===== src/rtl/par_port_pkg.sv =====
package par_port_pkg;

    localparam int BYTE_W = 8;
    localparam int WORD_W = 2 * BYTE_W;

    typedef enum logic [1:0] {
        LANE_LOW  = 2'b00,
        LANE_HIGH = 2'b01,
        LANE_WIDE = 2'b10
    } lane_e;

    typedef enum logic [1:0] {
        PH_IDLE = 2'b00,
        PH_LOW  = 2'b01,
        PH_HIGH = 2'b10
    } phase_e;

    typedef struct packed {
        logic  dir;
        lane_e lane;
        logic  swap;
        logic  cap_edge;
    } mode_t;

    function automatic logic [WORD_W-1:0] swap16(input logic [WORD_W-1:0] w);
        return {w[BYTE_W-1:0], w[WORD_W-1:BYTE_W]};
    endfunction

    function automatic logic [WORD_W-1:0] opt_swap(input logic [WORD_W-1:0] w, input logic en);
        return en ? swap16(w) : w;
    endfunction

    // Place one transfer of a word onto the pins for the chosen lane.
    function automatic logic [WORD_W-1:0] place_lane(input logic [WORD_W-1:0] w,
                                                     input logic upper, input lane_e lane);
        logic [BYTE_W-1:0] b;
        b = upper ? w[WORD_W-1:BYTE_W] : w[BYTE_W-1:0];
        case (lane)
            LANE_LOW:  return {{BYTE_W{1'b0}}, b};
            LANE_HIGH: return {b, {BYTE_W{1'b0}}};
            default:   return w;
        endcase
    endfunction

    function automatic logic [BYTE_W-1:0] pick_lane(input logic [WORD_W-1:0] d, input lane_e lane);
        return (lane == LANE_HIGH) ? d[WORD_W-1:BYTE_W] : d[BYTE_W-1:0];
    endfunction

endpackage


===== src/rtl/par_port_timing.sv =====
module par_port_timing
    import par_port_pkg::*;
#(
    parameter int PRE_W = 8,
    parameter int DUR_W = 4
) (
    input  logic             clk,
    input  logic             rst,
    input  logic             start,
    input  logic [PRE_W-1:0] pre,
    input  logic [DUR_W-1:0] low_n,
    input  logic [DUR_W-1:0] high_n,
    output logic             active,
    output logic             strobe_low,
    output logic             rise,
    output logic             done
);

    phase_e           ph;
    logic [DUR_W-1:0] cnt;
    logic [PRE_W-1:0] pc;
    logic             tick;

    assign tick       = (pc == pre);
    assign rise       = (ph == PH_LOW)  && tick && (cnt == low_n);
    assign done       = (ph == PH_HIGH) && tick && (cnt == high_n);
    assign active     = (ph != PH_IDLE);
    assign strobe_low = (ph == PH_LOW);

    always_ff @(posedge clk) begin
        if (rst) begin
            ph  <= PH_IDLE;
            cnt <= '0;
            pc  <= '0;
        end else if (start) begin
            ph  <= PH_LOW;
            cnt <= '0;
            pc  <= '0;
        end else if (ph != PH_IDLE) begin
            pc <= tick ? '0 : pc + 1'b1;
            if (tick) begin
                if (rise) begin
                    ph  <= PH_HIGH;
                    cnt <= '0;
                end else if (done) begin
                    ph  <= PH_IDLE;
                    cnt <= '0;
                end else begin
                    cnt <= cnt + 1'b1;
                end
            end
        end
    end

    // the prescaler count never runs past its limit during a phase
    assert_tick_bound_R4: assert property (@(posedge clk) disable iff (rst)
        active |-> (pc <= pre));

endmodule


===== src/rtl/par_port_buffers.sv =====
module par_port_buffers
    import par_port_pkg::*;
#(
    parameter int DEPTH = 8,
    localparam int IDX_W = $clog2(DEPTH)
) (
    input  logic              clk,
    input  logic              rst,
    input  logic              dir,
    input  logic              host_we,
    input  logic [IDX_W-1:0]  host_addr,
    input  logic [WORD_W-1:0] host_wdata,
    input  logic [IDX_W-1:0]  host_raddr,
    output logic [WORD_W-1:0] host_rdata,
    input  logic              host_flip,
    input  logic              eng_we,
    input  logic [IDX_W-1:0]  eng_waddr,
    input  logic [WORD_W-1:0] eng_wdata,
    input  logic              eng_rsel,
    input  logic [IDX_W-1:0]  eng_raddr,
    output logic [WORD_W-1:0] eng_rdata,
    input  logic              eng_complete,
    output logic              eng_ptr,
    output logic [1:0]        valid,
    output logic [1:0]        ready
);

    logic [WORD_W-1:0] mem [2][DEPTH];
    logic              hptr;
    logic [1:0]        valid_nx;

    assign ready      = dir ? valid : ~valid;
    assign host_rdata = mem[hptr][host_raddr];
    assign eng_rdata  = mem[eng_rsel][eng_raddr];

    always_comb begin
        valid_nx = valid;
        if (host_flip)    valid_nx[hptr]    = ~valid[hptr];
        if (eng_complete) valid_nx[eng_ptr] = ~valid[eng_ptr];
    end

    always_ff @(posedge clk) begin
        if (rst) begin
            valid   <= '0;
            hptr    <= 1'b0;
            eng_ptr <= 1'b0;
        end else begin
            valid <= valid_nx;
            if (host_flip)    hptr    <= ~hptr;
            if (eng_complete) eng_ptr <= ~eng_ptr;
        end
    end

    always_ff @(posedge clk) begin
        if (host_we) mem[hptr][host_addr]    <= host_wdata;
        if (eng_we)  mem[eng_ptr][eng_waddr] <= eng_wdata;
    end

    // the engine only hands back a buffer it was entitled to use
    assert_complete_ready_R8: assert property (@(posedge clk) disable iff (rst)
        eng_complete |-> ready[eng_ptr]);

endmodule


===== src/rtl/par_port_engine.sv =====
module par_port_engine
    import par_port_pkg::*;
#(
    parameter int PINS  = 8,
    parameter int DEPTH = 8,
    parameter int PRE_W = 8,
    parameter int DUR_W = 4,
    localparam int IDX_W = $clog2(DEPTH)
) (
    input  logic              clk,
    input  logic              rst,
    input  logic              run,
    input  logic              cfg_dir,
    input  logic [1:0]        cfg_lane,
    input  logic              cfg_swap,
    input  logic              cfg_cap_edge,
    input  logic [PRE_W-1:0]  cfg_prescale,
    input  logic [DUR_W-1:0]  cfg_low_len,
    input  logic [DUR_W-1:0]  cfg_high_len,
    input  logic [PINS-1:0]   cfg_pin_en,
    input  logic              host_we,
    input  logic [IDX_W-1:0]  host_addr,
    input  logic [15:0]       host_wdata,
    input  logic [IDX_W-1:0]  host_raddr,
    output logic [15:0]       host_rdata,
    input  logic              host_flip,
    output logic [1:0]        buf_valid,
    output logic              underrun,
    output logic              overrun,
    input  logic [15:0]       pad_din,
    output logic [15:0]       pad_dout,
    output logic              pad_oe,
    output logic [PINS-1:0]   ctrl_out
);

    localparam logic [IDX_W-1:0] LAST_IDX = IDX_W'(DEPTH - 1);

    mode_t             mode;
    logic              wide;
    logic              active, strobe_low, rise, done, start;
    logic              eptr, n_sel, last;
    logic [1:0]        ready;
    logic [IDX_W-1:0]  widx, adv_idx, n_idx;
    logic              sub, adv_sub, n_sub;
    logic [WORD_W-1:0] eng_rdata, eng_wdata, dout;
    logic [BYTE_W-1:0] lo_byte, cap_byte;
    logic              capture, eng_we, stall;

    assign mode = '{dir: cfg_dir, lane: lane_e'(cfg_lane), swap: cfg_swap, cap_edge: cfg_cap_edge};
    assign wide = (mode.lane != LANE_LOW) && (mode.lane != LANE_HIGH);

    // Position bookkeeping inside the active buffer
    assign last    = (widx == LAST_IDX) && (wide || sub);
    assign adv_sub = wide ? 1'b0 : ~sub;
    assign adv_idx = (wide || sub) ? ((widx == LAST_IDX) ? '0 : widx + 1'b1) : widx;
    assign n_sel   = (done && last) ? ~eptr : eptr;
    assign n_idx   = done ? adv_idx : widx;
    assign n_sub   = done ? adv_sub : sub;
    assign start   = run && (!active || done) && ready[n_sel];

    // Input capture path
    assign capture   = !mode.dir && (mode.cap_edge ? rise : done);
    assign cap_byte  = pick_lane(pad_din, mode.lane);
    assign eng_we    = capture && (wide || sub);
    assign eng_wdata = opt_swap(wide ? pad_din : {cap_byte, lo_byte}, mode.swap);

    par_port_timing #(.PRE_W(PRE_W), .DUR_W(DUR_W)) u_timing (
        .clk        (clk),
        .rst        (rst),
        .start      (start),
        .pre        (cfg_prescale),
        .low_n      (cfg_low_len),
        .high_n     (cfg_high_len),
        .active     (active),
        .strobe_low (strobe_low),
        .rise       (rise),
        .done       (done)
    );

    par_port_buffers #(.DEPTH(DEPTH)) u_bufs (
        .clk          (clk),
        .rst          (rst),
        .dir          (mode.dir),
        .host_we      (host_we),
        .host_addr    (host_addr),
        .host_wdata   (host_wdata),
        .host_raddr   (host_raddr),
        .host_rdata   (host_rdata),
        .host_flip    (host_flip),
        .eng_we       (eng_we),
        .eng_waddr    (widx),
        .eng_wdata    (eng_wdata),
        .eng_rsel     (n_sel),
        .eng_raddr    (n_idx),
        .eng_rdata    (eng_rdata),
        .eng_complete (done && last),
        .eng_ptr      (eptr),
        .valid        (buf_valid),
        .ready        (ready)
    );

    always_ff @(posedge clk) begin
        if (rst) begin
            widx    <= '0;
            sub     <= 1'b0;
            dout    <= '0;
            lo_byte <= '0;
            stall   <= 1'b0;
        end else begin
            if (done) begin
                widx <= adv_idx;
                sub  <= adv_sub;
            end
            if (start && mode.dir)
                dout <= place_lane(opt_swap(eng_rdata, mode.swap), n_sub, mode.lane);
            if (capture && !wide && !sub)
                lo_byte <= cap_byte;
            if (start)
                stall <= 1'b0;
            else if (done && run)
                stall <= 1'b1;
            else if (!run)
                stall <= 1'b0;
        end
    end

    assign underrun = stall && mode.dir;
    assign overrun  = stall && !mode.dir;
    assign pad_oe   = mode.dir;
    assign pad_dout = mode.dir ? dout : '0;
    assign ctrl_out = {PINS{~strobe_low}} | ~cfg_pin_en;

    // a waiting engine keeps every control pin inactive
    assert_stall_quiet_R10: assert property (@(posedge clk) disable iff (rst)
        (underrun || overrun) |-> (ctrl_out == {PINS{1'b1}}));

    // driven data does not move while the strobe is low
    assert_data_hold_R3: assert property (@(posedge clk) disable iff (rst)
        (mode.dir && strobe_low && $past(strobe_low)) |-> $stable(pad_dout));

    // unused upper lane stays zero in low-lane output mode
    assert_lane_zero_R2: assert property (@(posedge clk) disable iff (rst)
        (mode.dir && mode.lane == LANE_LOW) |-> (pad_dout[15:8] == 8'h00));

endmodule


===== config.mk =====
export PLATFORM = sky130hd
export DESIGN_NAME = par_port_engine
export DESIGN_NICKNAME = d
export VERILOG_FILES = /design/src/rtl/par_port_pkg.sv /design/src/rtl/par_port_timing.sv /design/src/rtl/par_port_buffers.sv /design/src/rtl/par_port_engine.sv
export SDC_FILE = /design/constraint.sdc
export NUM_CORES = 1
export LEC_CHECK = 0
export BUFFER_PORTS_ARGS = -buffer_cell sky130_fd_sc_hd__buf_2
export CAP_MARGIN = 10
export CORE_UTILIZATION = 30
export DETAILED_ROUTE_END_ITERATION = 8
export PLACE_DENSITY = 0.51
export SETUP_SLACK_MARGIN = 0.05
export SYNTH_ARGS = -nofsm -noshare
export SYNTH_HDL_FRONTEND = slang
export SYNTH_HIERARCHICAL = 1
export SYNTH_SLANG_ARGS = --single-unit

===== constraint.sdc =====
create_clock -name clk -period 4.3 [get_ports clk]
set_clock_uncertainty 0.1 [all_clocks]
set_input_delay 0.645 -clock clk [delete_from_list [all_inputs] [get_ports clk]]
set_output_delay 0.645 -clock clk [all_outputs]
set_load 0.01 [all_outputs]

Yosys cells after proc, flatten, opt, wreduce, memory -nomap -nowiden
Memory sizes are Yosys's and may differ from the RTL's. A register that Yosys moved wholly into a read port is not among the register bits.
Index checks and enable logic that the tools add are counted.
{"block": "word_totals", "regBits": 47, "latchBits": 0, "mem_bits_rw": 256, "rom_bits": 0, "input_bits": 72, "elab_cells": 142, "mem_count": 1}
{"block": "op_classes", "addsub": 3, "mul": 0, "div": 0, "n_lt_le_gt_ge": 11, "n_eq_ne": 9, "shift": 0, "n_mux": 55, "bitwise": 13, "n_reduce_logical": 38}
{"memory": "u_bufs.mem", "words": 2, "word_bits": 128, "rd": 2, "rd_clocked_by_memory_dff": 1, "write_ports": 2, "line": "par_port_buffers.sv:28", "rtl": "logic [WORD_W-1:0] mem [2][DEPTH];"}
{"op": "$mux 128", "n": 2}
{"op": "$mux 16", "n": 10}
{"op": "$bmux 16 s3", "n": 2}
{"op": "$demux 16 s3", "n": 2}
{"op": "$pmux 16 s2", "n": 1}
{"op": "$mux 8", "n": 3}
{"op": "$logic_and 1x1->1", "n": 21}
{"op": "$mux 1", "n": 21}
{"op": "$ge 4x4->1 const B", "n": 4}
{"op": "$not 3->4", "n": 4}
{"op": "$mux 2", "n": 5}
{"op": "$reduce_bool 2->1", "n": 5}
{"op": "$mux 3", "n": 3}
{"op": "$add 8x1->8 const B", "n": 1}
{"op": "$eq 4x4->1", "n": 2}
{"op": "$eq 8x8->1", "n": 1}
{"op": "$lt 4x1->1 const B", "n": 2}
{"op": "$mux 4", "n": 2}
{"op": "$not 8->8", "n": 1}
{"op": "$or 8x8->8", "n": 1}
{"op": "$lt 1x2->1 const B", "n": 3}
{"op": "$not 1->1", "n": 6}
{"op": "$reduce_and 3->1", "n": 2}
{"op": "$add 4x1->4 const B", "n": 1}
{"op": "15 further kinds", "n": 24}

Longest topological paths before layout
An unclocked memory read counts as a cell.
{"block": "logic_depth", "ltp_word": 13, "ltp_mapped": 16, "depth_no_buf": 13}

By module
Netlist, hierarchy kept.
{"mod": "par_port_buffers", "instances": 1, "cells_each": 912, "area_each_um2": 15099.5}
{"mod": "par_port_engine", "instances": 1, "cells_each": 285, "area_each_um2": 2373.5}
{"mod": "par_port_timing", "instances": 1, "cells_each": 95, "area_each_um2": 815.8}

Worst setup path after synthesis
Ideal clock, no wire load.
{"block": "synth_timing", "path_type": "in2reg", "startpoint": "in cfg_high_len[2]", "endpoint": "mem u_bufs/mem[1][112] (netlist name) (enable)", "arrival_ps": 3807, "t_required_ps": 3789, "slack_ps": -19, "path_stages": 12, "path_buffers": 3, "path_cell_list": "inv_1 a222oi_1 or4b_1 nor2_1 buf_6 mux2i_1 nor3_1 nand2_2 or4_1 buf_2 buf_6 o21ai_0"}
{"element": "start: declaration", "line": "par_port_engine.sv:19", "rtl": "input logic [DUR_W-1:0] cfg_high_len,"}
{"element": "end: declaration", "line": "par_port_buffers.sv:28"}

Worst setup path after layout
{"block": "layout_timing", "startpoint": "reg u_timing.pc[0]", "endpoint": "reg dout[5]"}
{"block": "layout_via", "elab_chain_cells": 12, "word_cells_on_any_way": 21}
{"element": "start: declaration", "line": "par_port_timing.sv:21", "rtl": "logic [PRE_W-1:0] pc;"}
{"element": "start signal: assignment", "line": "par_port_timing.sv:40", "rtl": "pc <= tick ? '0 : pc + 1'b1;"}
{"element": "$eq 8x8->1 (*)", "line": "par_port_timing.sv:24", "rtl": "assign tick = (pc == pre);"}
{"element": "$logic_and 1x1->1 (*) (2 in a row)", "line": "par_port_timing.sv:26", "rtl": "assign done = (ph == PH_HIGH) && tick && (cnt == high_n);"}
{"element": "named net done", "line": "par_port_engine.sv:40", "rtl": "logic active, strobe_low, rise, done, start;"}
{"element": "$logic_and 1x1->1 (*)", "line": "par_port_engine.sv:56", "rtl": "assign n_sel = (done && last) ? ~eptr : eptr;"}
{"element": "$mux 1 (*)"}
{"element": "named net n_sel", "line": "par_port_engine.sv:41", "rtl": "logic eptr, n_sel, last;"}
{"element": "$mem_v2 2x128 (*)"}
{"element": "$bmux 16 s3 (*)", "line": "par_port_buffers.sv:34", "rtl": "assign eng_rdata = mem[eng_rsel][eng_raddr];"}
{"element": "$mux 16 (implied by the code) (*) (2 in a row)", "line": "par_port_buffers.sv:34"}
{"element": "named net eng_rdata[13]", "line": "par_port_engine.sv:45", "rtl": "logic [WORD_W-1:0] eng_rdata, eng_wdata, dout;"}
{"element": "$mux 16 (*)", "line": "par_port_pkg.sv:30", "rtl": "return en ? swap16(w) : w;"}
{"element": "$mux 8", "line": "par_port_pkg.sv:37", "rtl": "b = upper ? w[WORD_W-1:BYTE_W] : w[BYTE_W-1:0];"}
{"element": "$pmux 16 s2 (*)", "line": "par_port_pkg.sv:38", "rtl": "case (lane)"}
{"element": "end signal: assignment", "line": "par_port_engine.sv:115", "rtl": "dout <= place_lane(opt_swap(eng_rdata, mode.swap), n_sub, mode.lane);"}
{"element": "end: declaration", "line": "par_port_engine.sv:45"}
The timed path passes the listed nets; every way through them passes the cells marked *. The select of a mux whose other input is x is not followed.
A chain may end at the register's enable or synchronous reset.

==> flow_summary_export.csv <==
group,metric,value,unit
global_route,antenna_found_initial,3,
place,dp_slack,-0.295,ns
timing,setup_ws,0.289,ns
clock_tree,clk_path_buf_depth,3,
drt,ant_nets,0,
synth,syn-cell-area,18300,um^2
drt,wl,62800,um
global_route,gr-usage-all-layers,20.1,%
synth,synth_area_per_cell,14.2,um^2
clock_tree,cts.sinks,304,
drt,via_per_inst,5.59,
synth,synth_flop_cell,"edfxtp_1",
timing,rsz0062_at_grt,"false",
setup_path,crit_path_end_kind,"flop",
pwr,totalPowerFinal,6.97,mW
setup_path,max_stage_delay,0.54,ns
pwr,pwr-share-clk,42.1,%
timing,worst_slew_pin_slew,0.948,ns
drt,drtPass1Iterations,7,
timing,fin_crit_sh,93.3,%
clock_tree,cts_tree,"done",
hold_path,min_to,"stall",
setup_path,cp_top_family,"simple AND/OR/NAND/NOR gates",
timing,max_slew_margin,36.3,%
floorplanning,die_y,249,um
timing,hold_slack,0.290,ns
hold_path,holdCritStartpoint,"run",
clock_tree,clock_latency,0.56,ns
place,gp_congestion,0.831,
synth,synth_cell_types,67,
run_status,status,"finished clean",
floorplanning,core,60200,um^2
pwr,total_leakage_power,7.16,nW
setup_path,worstSetupPathType,"reg -> reg",
drt,drc,0,
floorplanning,die_w,249,um
synth,yosys.area.top_type,"edfxtp_1",
setup_path,cp.arrival,4.35,ns
setup_path,reg2reg_depth,14,
floorplanning,num_io_pins,117,
setup_path,cp-startpoint,"u_timing/pc[0]",
synth,syn_nets,1368,
setup_path,cp-start-kind,"flop",
place,io_buffers,116,
setup_path,timing.reg2reg.setup_slack,0.29,ns
final_layout,layout-drive-gt1-share,49.3,%
clock_tree,clk_pin_slew,0.06,ns
global_route,grt-ovfl-total,0,
global_route,grt_pass1_vias,12847,
synth,synth_edf_count,256,
setup_path,required,4.64,ns
final_layout,area_growth,17.6,%
synth,ys_seq_elements,304,
pwr,p_switching,1.76,mW
timing,hold_viol,0,
timing,slew_viol_final,0,
floorplanning,num_rows,90,
clock_tree,h-tree-depth,2,
timing,finalSetupViolCount,0,
setup_path,slowest_stage,"mux4_2",
synth,synth_area_leaders,"edfxtp_1, mux2_2, mux4_2, dfxtp_1, a22oi_1",
synth,synthArstFlopShare,0,%
setup_path,crit_buf_inv,2,
timing,fmax,249,MHz
hold_path,hold-path-cell-count,2,
pwr,power_frac_comb,11.0,%
synth,synth.top_cell.area_share,42.0,%
setup_path,crit_fanout,22,
setup_path,cp.depth,14,
setup_path,worst_r2r_endpoint,"dout[5]",
pwr,vdd_drop_max,226,uV
floorplanning,initial_core_util,30.4,%
final_layout,final_cell_mix,"mux2_2, edfxtp_1, mux4_2",
synth,yosys_warnings,6,
setup_path,r2r_start,"u_timing/pc[0]",
clock_tree,cts_root_buffer,"clkbuf_16",
hold_path,min_path_type,"in -> reg",
final_layout,nFillCells,5710,
pwr,seq_power_share,47.0,%
clock_tree,cts_setup_buffers,0,
drt,drtIter0Drc,1010,
synth,yosysSeqAreaShare,47.3,%
clock_tree,cts_buffers,38,
timing,period_minus_slack,4.01,ns
place,hpwl,42600,um
final_layout,nNetsFinal,1499,
drt,dr_total_vias,12494,
drt,wl_per_cell,28.1,um
pwr,p_sw_share,25.2,%
global_route,grt_pass1_wl,90600,um
global_route,grt_max_degree,52,
run,cap_violations,0,
pwr,p_int,5.22,mW
synth,synth_cells,1292,
setup_path,path_cells,"xnor2_1, nand4_1, or2_2, nor2_2, o211ai_2, xor2_2, inv_4, buf_12, mux4_2, a22oi_1, nand2_1, mux2i_1, o22a_2, o22ai_1",
floorplanning,dieArea,62000,um^2
pwr,p_per_area,324,nW/um^2
final_layout,final_common_cell,"mux2_2",
## routing by layer
layer  up-vias  track usage [%]  wire length, um
met5         -                0                0
met4         0             5.55             1550
met3        84             2.87             2890
met2       346             35.2            32000
met1      6602             25.7            26300
li1       5462                -                -
## kinds of logic (layout without fill, tap and decap cells)
| family | after synthesis | after routing | share of synthesized area (%) |
|---|---|---|---|
| other | 0 | 3 | 0 |
| xor gates and xnor gates | 28 | 28 | 1.38 |
| AOI/OAI and AO/OA | 198 | 198 | 7.91 |
| buffers and inverters | 135 | 294 | 3.30 |
| and+or+nand+nor | 200 | 200 | 5.88 |
| muxes | 423 | 423 | 34.0 |
| DFF | 304 | 304 | 47.3 |
| adders and majority gates | 4 | 4 | 0.274 |
## stage by stage
stage                     util (%)  setup TNS, ns  cells  area (um^2)
after floorplan                  -              0   1292        18300
after global placement        33.8          -2.12   2165        20400
after CTS                     35.7              0   2233        21500
after global routing          35.7              0   2234        21500
final                         35.7              0   2236        21500
after detailed placement      33.8          -2.98   2165        20400
## power groups by stage
stage | clock [mW] | combinational, mW | sequential [mW]
after floorplan | 0 | 0.490 | 3.31
after global placement | 0 | 0.754 | 3.34
final | 2.94 | 0.764 | 3.27
after global routing | 3.09 | 0.818 | 3.28
after CTS | 3.00 | 0.768 | 3.28
after detailed placement | 0 | 0.765 | 3.34
## cell usage after synthesis (6+ instances only)
library cell  instances
mux4_2              128
mux2_2              257
buf_2                36
mux2i_1              27
and2_1               22
o21a_1                8
buf_4                 8
nor2b_1              11
o22ai_1              26
xnor2_1              22
o211ai_1              9
nor2_1               31
dfxtp_1              48
a22oi_1              81
edfxtp_1            256
o22a_1               12
mux2_4               10
nand2_1              70
inv_1                10
a211oi_1              8
nor3_1                6
o21ai_0              25
nand2b_1             17
clkbuf_1             73
## sequential cells by signal, indices dropped and copies added (netlist names), 2 cells and up, named ones only
name / cells
u_bufs/mem: 256
dout: 16
lo_byte: 8
u_timing/pc: 8
u_timing/cnt: 4
widx: 3
u_bufs/valid: 2
u_timing/ph: 2
## how the worst max path moves through the flow
stage	slack (ns)	to
after detailed placement	-0.30	dout[2]
after global routing	0.1	dout[13]
after floorplan	0.09	u_bufs/mem[0][80]
final	0.29	dout[5]
after global placement	-0.23	dout[2]
after CTS	0.10	dout[2]
## what timing repair did
| action | in CTS | in global routing |
|---|---|---|
| gates resized for setup | 0 | 4 |
| hold buffers | 0 | 0 |
| setup endpoints to repair | 0 | 14 |
## area by class of cell
cell class | count | area [um^2] | area share, %
antenna | 3 | 7.51 | 0.0349
clock buffer | 49 | 1000 | 4.66
clock inverter | 19 | 104 | 0.483
inverter | 11 | 43.8 | 0.204
multi-input combinational | 853 | 9150 | 42.5
sequential | 304 | 8650 | 40.2
tap | 782 | 978 | 4.55
timing repair buffer | 215 | 1570 | 7.32
(Power assumes the default switching activity.)
